File: src/rtl/tdm_frame_pkg.sv
package tdm_frame_pkg;
  localparam int FLEN_W = 9;
  localparam int SYNC_W = 8;
  localparam int SCNT_W = 4;
  localparam int SSZ_W  = 6;
  localparam int DSZ_W  = 5;
  localparam int OFS_W  = 5;
  localparam int MODE_W = 3;
  localparam int NEDGE  = 3;

  typedef enum logic [MODE_W-1:0] {
    FMT_I2S  = 3'd0,
    FMT_LJ   = 3'd1,
    FMT_RJ   = 3'd2,
    FMT_PCMA = 3'd3,
    FMT_PCMB = 3'd4,
    FMT_TDM  = 3'd5
  } fmt_e;

  typedef struct packed {
    logic [MODE_W-1:0] mode;
    logic [FLEN_W-1:0] flen_m1;
    logic [SYNC_W-1:0] sync_m1;
    logic              pol;
    logic              early;
    logic [SCNT_W-1:0] scnt_m1;
    logic [SSZ_W-1:0]  ssz_m1;
    logic [DSZ_W-1:0]  dsz_m1;
    logic [OFS_W-1:0]  ofs;
  } cfg_t;
endpackage

File: src/rtl/tdm_edge_pick.sv
module tdm_edge_pick #(
  parameter int N = 3
) (
  input  logic         rise_i,
  input  logic         fall_i,
  input  logic [N-1:0] sel_i,
  output logic [N-1:0] tick_o
);
  for (genvar g = 0; g < N; g++) begin : g_pick
    assign tick_o[g] = sel_i[g] ? rise_i : fall_i;
  end
endmodule

File: src/rtl/tdm_cfg_shadow.sv
module tdm_cfg_shadow
  import tdm_frame_pkg::*;
(
  input  logic clk_i,
  input  logic rst_ni,
  input  logic load_i,
  input  cfg_t cfg_i,
  output cfg_t cfg_o
);
  always_ff @(posedge clk_i or negedge rst_ni) begin
    if (!rst_ni)     cfg_o <= '0;
    else if (load_i) cfg_o <= cfg_i;
  end
endmodule

File: src/rtl/tdm_pos_ctr.sv
module tdm_pos_ctr
  import tdm_frame_pkg::*;
(
  input  logic              clk_i,
  input  logic              rst_ni,
  input  logic              tick_i,
  input  logic              master_i,
  input  logic              ext_fs_i,
  input  cfg_t              cfg_i,
  output logic              wrap_o,
  output logic [FLEN_W-1:0] pos_o,
  output logic [SCNT_W-1:0] slot_o,
  output logic [SSZ_W-1:0]  bit_o,
  output logic              over_o,
  output logic              fstart_o
);
  logic [FLEN_W-1:0] pos_q;
  logic [SCNT_W-1:0] slot_q;
  logic [SSZ_W-1:0]  bit_q;
  logic              over_q, prev_q, fstart_q;
  logic              ext_act, ext_edge, last_pos, slot_end;

  assign ext_act  = cfg_i.pol ? ext_fs_i : ~ext_fs_i;
  assign ext_edge = ext_act & ~prev_q;
  assign last_pos = pos_q >= cfg_i.flen_m1;
  assign slot_end = bit_q == cfg_i.ssz_m1;
  assign wrap_o   = tick_i & (master_i ? last_pos : ext_edge);

  always_ff @(posedge clk_i or negedge rst_ni) begin
    if (!rst_ni) begin
      pos_q    <= '0;
      slot_q   <= '0;
      bit_q    <= '0;
      over_q   <= 1'b0;
      prev_q   <= 1'b0;
      fstart_q <= 1'b0;
    end else begin
      fstart_q <= wrap_o;
      if (tick_i) prev_q <= ext_act;
      if (wrap_o) begin
        pos_q  <= '0;
        slot_q <= '0;
        bit_q  <= '0;
        over_q <= 1'b0;
      end else if (tick_i) begin
        if (pos_q != {FLEN_W{1'b1}}) pos_q <= pos_q + 1'b1;
        if (slot_end) begin
          bit_q <= '0;
          if (slot_q == cfg_i.scnt_m1) over_q <= 1'b1;
          else if (!over_q)            slot_q <= slot_q + 1'b1;
        end else begin
          bit_q <= bit_q + 1'b1;
        end
      end
    end
  end

  assign pos_o    = pos_q;
  assign slot_o   = slot_q;
  assign bit_o    = bit_q;
  assign over_o   = over_q;
  assign fstart_o = fstart_q;
endmodule

File: src/rtl/tdm_slot_decode.sv
module tdm_slot_decode
  import tdm_frame_pkg::*;
(
  input  cfg_t              cfg_i,
  input  logic [FLEN_W-1:0] pos_i,
  input  logic [SSZ_W-1:0]  bit_i,
  input  logic              over_i,
  output logic              fs_o,
  output logic              valid_o
);
  localparam int PW = FLEN_W + 1;
  localparam int WW = SSZ_W + 2;

  logic [PW-1:0] p_x, s_x, l_x;
  logic [WW-1:0] b_x, d_x, o_x, z_x;
  logic          act, win_lj, win_rj;

  assign p_x = {1'b0, pos_i};
  assign s_x = {{(PW-SYNC_W){1'b0}}, cfg_i.sync_m1};
  assign l_x = {1'b0, cfg_i.flen_m1};
  assign act = cfg_i.early ? ((p_x == l_x) || (p_x < s_x)) : (p_x <= s_x);
  assign fs_o = cfg_i.pol ? act : ~act;

  assign b_x = {2'b00, bit_i};
  assign d_x = {{(WW-DSZ_W){1'b0}}, cfg_i.dsz_m1} + 1'b1;
  assign o_x = {{(WW-OFS_W){1'b0}}, cfg_i.ofs};
  assign z_x = {2'b00, cfg_i.ssz_m1};

  assign win_lj  = (b_x >= o_x) && (b_x < o_x + d_x);
  assign win_rj  = (b_x + d_x) > z_x;
  assign valid_o = ~over_i & ((cfg_i.mode == FMT_RJ) ? win_rj : win_lj);
endmodule

File: src/rtl/tdm_frame_gen.sv
module tdm_frame_gen
  import tdm_frame_pkg::*;
(
  input  logic              clk_i,
  input  logic              rst_ni,
  input  logic              bclk_rise_i,
  input  logic              bclk_fall_i,
  input  logic              master_i,
  input  logic              fs_edge_sel_i,
  input  logic              tx_edge_sel_i,
  input  logic              rx_edge_sel_i,
  input  logic [MODE_W-1:0] mode_i,
  input  logic [FLEN_W-1:0] frame_len_m1_i,
  input  logic [SYNC_W-1:0] sync_len_m1_i,
  input  logic              sync_pol_i,
  input  logic              sync_early_i,
  input  logic [SCNT_W-1:0] slot_cnt_m1_i,
  input  logic [SSZ_W-1:0]  slot_size_m1_i,
  input  logic [DSZ_W-1:0]  data_size_m1_i,
  input  logic [OFS_W-1:0]  first_bit_ofs_i,
  input  logic              ext_fs_i,
  output logic              fs_o,
  output logic              frame_start_o,
  output logic [SCNT_W-1:0] slot_idx_o,
  output logic [SSZ_W-1:0]  bit_idx_o,
  output logic              data_valid_o,
  output logic              tx_launch_o,
  output logic              rx_sample_o
);
  logic [NEDGE-1:0] ticks;
  logic             fs_tick, wrap, start_q, over;
  logic [FLEN_W-1:0] pos;
  cfg_t             cfg_in, cfg_q;

  tdm_edge_pick #(.N(NEDGE)) u_pick (
    .rise_i (bclk_rise_i),
    .fall_i (bclk_fall_i),
    .sel_i  ({rx_edge_sel_i, tx_edge_sel_i, fs_edge_sel_i}),
    .tick_o (ticks)
  );
  assign fs_tick = ticks[0];

  assign cfg_in = '{mode: mode_i, flen_m1: frame_len_m1_i, sync_m1: sync_len_m1_i,
                    pol: sync_pol_i, early: sync_early_i, scnt_m1: slot_cnt_m1_i,
                    ssz_m1: slot_size_m1_i, dsz_m1: data_size_m1_i, ofs: first_bit_ofs_i};

  // shadow follows inputs until the first bit, then only at frame wraps
  always_ff @(posedge clk_i or negedge rst_ni) begin
    if (!rst_ni)      start_q <= 1'b0;
    else if (fs_tick) start_q <= 1'b1;
  end

  tdm_cfg_shadow u_cfg (
    .clk_i  (clk_i),
    .rst_ni (rst_ni),
    .load_i (~start_q | wrap),
    .cfg_i  (cfg_in),
    .cfg_o  (cfg_q)
  );

  tdm_pos_ctr u_ctr (
    .clk_i    (clk_i),
    .rst_ni   (rst_ni),
    .tick_i   (fs_tick),
    .master_i (master_i),
    .ext_fs_i (ext_fs_i),
    .cfg_i    (cfg_q),
    .wrap_o   (wrap),
    .pos_o    (pos),
    .slot_o   (slot_idx_o),
    .bit_o    (bit_idx_o),
    .over_o   (over),
    .fstart_o (frame_start_o)
  );

  tdm_slot_decode u_dec (
    .cfg_i   (cfg_q),
    .pos_i   (pos),
    .bit_i   (bit_idx_o),
    .over_i  (over),
    .fs_o    (fs_o),
    .valid_o (data_valid_o)
  );

  assign tx_launch_o = ticks[1] & data_valid_o;
  assign rx_sample_o = ticks[2] & data_valid_o;
endmodule

File: config.mk
export PLATFORM = sky130hd
export DESIGN_NAME = tdm_frame_gen
export DESIGN_NICKNAME = d
export VERILOG_FILES = /design/src/rtl/tdm_frame_pkg.sv /design/src/rtl/tdm_edge_pick.sv /design/src/rtl/tdm_cfg_shadow.sv /design/src/rtl/tdm_pos_ctr.sv /design/src/rtl/tdm_slot_decode.sv /design/src/rtl/tdm_frame_gen.sv
export SDC_FILE = /design/constraint.sdc
export NUM_CORES = 1
export LEC_CHECK = 0
export BUFFER_PORTS_ARGS = -buffer_cell sky130_fd_sc_hd__buf_4
export CAP_MARGIN = 20
export CORE_MARGIN = 2
export CORE_UTILIZATION = 59
export DETAILED_ROUTE_END_ITERATION = 10
export HOLD_SLACK_MARGIN = 0.06
export PLACE_DENSITY_LB_ADDON = 0.15
export SLEW_MARGIN = 30
export SYNTH_ARGS = -nofsm -noshare
export SYNTH_HDL_FRONTEND = slang
export SYNTH_SLANG_ARGS = --single-unit
File: constraint.sdc
create_clock -name clk_i -period 3.4 [get_ports clk_i]
set_input_delay 0.17 -clock clk_i [delete_from_list [all_inputs] [get_ports clk_i]]
set_output_delay 0.17 -clock clk_i [all_outputs]
set_load 0.02 [all_outputs]
==> impl_summary.txt <==
----------------------------------------------------
[Timing]
  Time the final worst path needs with I/O delays and setup ... 3460 ps
  Fraction of the cycle the final worst path needs ... 102%
  Clock Skew ... 8.62 ps
  Slew Viols, Final ... 0
  Setup repair after global routing missed its margin ... yes
  Peak clock frequency supported by timing ... 289 MHz
  Final Setup Violations ... 2
  Relative max-transition margin ... 50.5%
  Final sum of negative setup slack ... -93.2 ps
  Final hold violation count ... 0
  Worst slew pin tran ... 742 ps
  Final setup slack of the worst path ... -64.0 ps
  Hold Worst Slack ... 73.8 ps

[Die]
  Boundary pin count ... 66
  Die boundary height ... 97.0 um
  Width of the chip ... 97.0 um
  Die Outline Area ... 9410 um^2
  Initial core utilization ... 61.5%
  Core Region ... 8300 um^2
  Row count ... 33

[Pwr]
  P_leak ... 3.01 nW
  Maximum vdd drop ... 433 uV
  Total power ... 6.03 mW
  Power per cell area ... 929 nW/um^2

[Synthesis]
  Simple-gate portion of the synthesized area ... 17.3%
  Cell count after synthesis ... 550
  Synth Area in Compound Gates ... 25.5%
  Post-synthesis adder-cell area fraction ... 12.8%
  Share of synthesized registers carrying an async set or reset ... 100%
  Nets in the synthesized netlist ... 652
  Number of enable-type register cells in the synthesized netlist ... 0
  Netlist area before placement ... 5100 um^2
  Synth Register Bits ... 65
  Portion of netlist area occupied by mux cells ... 1.01%
  Most used flip-flop cell after synthesis ... sky130_fd_sc_hd__dfrtp_1
  Yosys warning total ... 0
  Syn avg cell area ... 9.28 um^2
  Dominant combinational cell family by area after synthesis ... compound AO/OA/AOI/OAI gates
  Post-synthesis xor/xnor area fraction ... 5.15%
  Post-synthesis sequential area ratio ... 31.9%
  Post-synth cell types ... 45

[Setup path]
  Category of the worst setup path launch point ... flip-flop
  Critical Path RT ... 3230 ps
  CP Class ... reg -> out
  Endpoint type of the worst setup path ... output pin
  Maximum net fanout on the critical path ... 3
  Endpoint arrival time on the critical path ... 3290 ps

[Detailed routing]
  Number of DRC violations after detailed-routing iteration 0 ... 327
  Number of nets still failing antenna checks after routing ... 0
  Wirelength per Cell ... 18.7 um
  Via Count ... 4694
  Sum of routed wire length over all layers ... 14100 um
  Remaining design rule violation count ... 0
  Detailed-routing iteration count for the pre-antenna-repair pass ... 5
  Drt via density ... 6.24

[Cells and area]
  Final net count ... 744
  Layout-stage area growth over the synthesis result ... 27.1%
  Layout cells sized above 1 ... 26.0%
  Area of all placed cells without fillers ... 6480 um^2
  Diode insertion count for antenna repair ... 0
  Final core utilization ... 78.1%

[Clocking]
  Root buffer cell ... sky130_fd_sc_hd__clkbuf_8
  Clk pin slew, worst setup/hold paths ... 80 ps
  Number of buffers created by CTS ... 9
  Clock Path Buffers ... 2
  Clock tree from TritonCTS ... yes
  Clock Latency Late Sink ... 350 ps
  Clk sink count ... 65
  H-tree depth ... 3

[GRT]
  Largest net degree at the start of global routing ... 86
  First-pass GRT wire length ... 22500 um
  Number of global-route vias before repair ... 4577
  GR Overflow Total ... 0
  Antenna violations before repair ... 0
  Total global-route track usage ... 29.3%

[Placement]
  Area after DPL ... 5590 um^2
  Post-detailed-placement half-perimeter wirelength ... 8750 um
  Final weighted congestion of routability-driven global placement ... 0.878
  Count of buffers from port buffering ... 65

[Flow run]
  Count of maximum capacitance violations ... 0

[Outcome]
  Status ... complete, but fails checks
  Violated checks ... negative setup slack

[Worst hold path]
  Path type of the worst min-delay path ... in -> reg

----------------------------------------------------
## per-stage QoR
step           worst slack [ps]  std cells
3_3_place_gp                343        689
2_1_floorplan               357        550
6_report                  -64.0        752
3_5_place_dp                212        689
5_1_grt                    -228        752
4_1_cts                   -49.6        744
## worst paths after layout
check	start	slack (ps)	to	depth (start not counted)
max	u_cfg.cfg_o[5]$_DFFE_PN0P_	-60	rx_sample_o	13
min	mode_i[2]	70	u_cfg.cfg_o[41]$_DFFE_PN0P_	3
min reg2reg	u_ctr.prev_q$_DFFE_PN0P_	520	u_ctr.prev_q$_DFFE_PN0P_	2
max reg2reg	u_ctr.pos_o[6]$_DFFE_PN0P_	760	u_ctr.bit_o[1]$_DFFE_PN0P_	7
min in group asynchronous	rst_ni	370	u_cfg.cfg_o[25]$_DFFE_PN0P_	2
max in group asynchronous	rst_ni	2560	u_cfg.cfg_o[7]$_DFFE_PN0P_	2
## layer usage
layer  track usage, %  share of wire (%)  vias up
met5                0                  0        -
met4             7.80                1.5        0
met3             4.26                4.0       21
met2             47.8                 48      141
met1             41.0                 46     2330
li1                 -                  -     2202
## what timing repair did
action	CTS	global route
endpoints found under the setup margin	3	3
setup buffers	2	7
hold endpoints to repair	101	0
hold buffers	37	0
pin swaps	2	20
gates resized for setup	9	28
## final cells by class
class	instances	area, um^2
Timing Repair Buffer	117	998
Clock inverter	7	103
Multi-Input combinational cell	412	3360
Tap cell	105	131
Inverter	37	139
Fill cell	537	1820
Clock buffer	9	124
Sequential cell	65	1630
## state kept, by name (all words and copies together) (netlist names)
| name | flops |
|---|---|
| start_q | 1 |
| u_cfg.cfg_o | 42 |
| u_ctr.bit_o | 6 |
| u_ctr.fstart_o | 1 |
| u_ctr.over_o | 1 |
| u_ctr.pos_o | 9 |
| u_ctr.prev_q | 1 |
| u_ctr.slot_o | 4 |
## power by group
group / switching [mW] / internal [mW]
Combinational: 1.96 / 1.77
Clock: 0.359 / 0.422
Sequential: 0.434 / 1.08
Total: 2.75 / 3.28
## cells in the final DEF (no fill, tap or decap), types with 3 or more instances in the layout
master / netlist / final
sky130_fd_sc_hd__o31a_1: 4 / 4
sky130_fd_sc_hd__nand3_1: 18 / 16
sky130_fd_sc_hd__dlygate4sd3_1: 0 / 37
sky130_fd_sc_hd__ha_1: 49 / 43
sky130_fd_sc_hd__a21oi_2: 0 / 6
sky130_fd_sc_hd__a31oi_1: 5 / 5
sky130_fd_sc_hd__xnor2_1: 12 / 10
sky130_fd_sc_hd__xor2_1: 18 / 17
sky130_fd_sc_hd__dfrtp_1: 65 / 62
sky130_fd_sc_hd__nor3_1: 7 / 7
sky130_fd_sc_hd__nand2b_1: 45 / 45
sky130_fd_sc_hd__inv_1: 37 / 36
sky130_fd_sc_hd__nor2_1: 23 / 23
sky130_fd_sc_hd__a21oi_1: 19 / 12
sky130_fd_sc_hd__o21bai_1: 5 / 4
sky130_fd_sc_hd__o2111ai_1: 42 / 42
sky130_fd_sc_hd__a21o_1: 6 / 6
sky130_fd_sc_hd__ha_4: 0 / 6
sky130_fd_sc_hd__o21ai_0: 13 / 11
sky130_fd_sc_hd__and3_1: 3 / 3
sky130_fd_sc_hd__buf_6: 6 / 4
sky130_fd_sc_hd__nand2_1: 60 / 60
sky130_fd_sc_hd__nand4_1: 8 / 8
sky130_fd_sc_hd__clkbuf_8: 0 / 9
sky130_fd_sc_hd__buf_4: 0 / 75
sky130_fd_sc_hd__o211ai_2: 40 / 40
sky130_fd_sc_hd__mux2i_1: 4 / 4
## Yosys cell counts, types with 2 or more instances
| library cell | instances | area share [%] |
|---|---|---|
| sky130_fd_sc_hd__fa_1 | 2 | 0.78 |
| sky130_fd_sc_hd__a21oi_1 | 19 | 1.9 |
| sky130_fd_sc_hd__o21a_1 | 2 | 0.29 |
| sky130_fd_sc_hd__o211ai_1 | 2 | 0.29 |
| sky130_fd_sc_hd__nand3_1 | 18 | 1.8 |
| sky130_fd_sc_hd__o31ai_1 | 2 | 0.29 |
| sky130_fd_sc_hd__buf_2 | 2 | 0.20 |
| sky130_fd_sc_hd__xor2_1 | 18 | 3.1 |
| sky130_fd_sc_hd__o21bai_1 | 5 | 0.74 |
| sky130_fd_sc_hd__or4_1 | 2 | 0.29 |
| sky130_fd_sc_hd__nor2b_1 | 4 | 0.49 |
| sky130_fd_sc_hd__nand4_1 | 8 | 0.98 |
| sky130_fd_sc_hd__or3_1 | 2 | 0.25 |
| sky130_fd_sc_hd__clkbuf_1 | 26 | 1.9 |
| sky130_fd_sc_hd__nand2_1 | 60 | 4.4 |
| sky130_fd_sc_hd__and3_1 | 3 | 0.37 |
| sky130_fd_sc_hd__nor2_1 | 23 | 1.7 |
| sky130_fd_sc_hd__inv_1 | 37 | 2.7 |
| sky130_fd_sc_hd__nor3_1 | 7 | 0.69 |
| sky130_fd_sc_hd__ha_1 | 49 | 12 |
| sky130_fd_sc_hd__a31oi_1 | 5 | 0.61 |
| sky130_fd_sc_hd__nand2b_1 | 45 | 5.5 |
| sky130_fd_sc_hd__a21o_1 | 6 | 0.88 |
| sky130_fd_sc_hd__mux2i_1 | 4 | 0.78 |
| sky130_fd_sc_hd__o31a_1 | 4 | 0.69 |
| sky130_fd_sc_hd__dfrtp_1 | 65 | 32 |
| sky130_fd_sc_hd__buf_6 | 6 | 1.3 |
| sky130_fd_sc_hd__o2111ai_1 | 42 | 7.2 |
| sky130_fd_sc_hd__a211o_1 | 2 | 0.34 |
| sky130_fd_sc_hd__buf_1 | 2 | 0.15 |
| sky130_fd_sc_hd__o21ai_0 | 13 | 1.3 |
| sky130_fd_sc_hd__xnor2_1 | 12 | 2.1 |
| sky130_fd_sc_hd__o211ai_2 | 40 | 9.8 |
| sky130_fd_sc_hd__a211oi_1 | 2 | 0.29 |
## critical path, cell delays in order (launching register included)
cell and delay [ps]:
sky130_fd_sc_hd__dfrtp_1 440, sky130_fd_sc_hd__ha_4 320, sky130_fd_sc_hd__ha_4 200, sky130_fd_sc_hd__a21o_1 190, sky130_fd_sc_hd__a21oi_2 180, sky130_fd_sc_hd__o21bai_1 110
sky130_fd_sc_hd__a21oi_1 160, sky130_fd_sc_hd__xor2_1 180, sky130_fd_sc_hd__ha_1 280, sky130_fd_sc_hd__a21oi_2 130, sky130_fd_sc_hd__o21ai_1 70, sky130_fd_sc_hd__a211o_1 340
sky130_fd_sc_hd__a21oi_1 170, sky130_fd_sc_hd__buf_4 160
## kinds of logic (layout without fill, tap and decap cells)
kind of cell               Yosys count  after routing
DFF                                 65             65
xor gates and xnor gates            30             30
muxes                                5              5
and+or+nand+nor                    177            177
adders and majority gates           51             51
AOI/OAI and AO/OA                  149            149
buffers and inverters               73            170
Power figures use the tool's default switching activity.
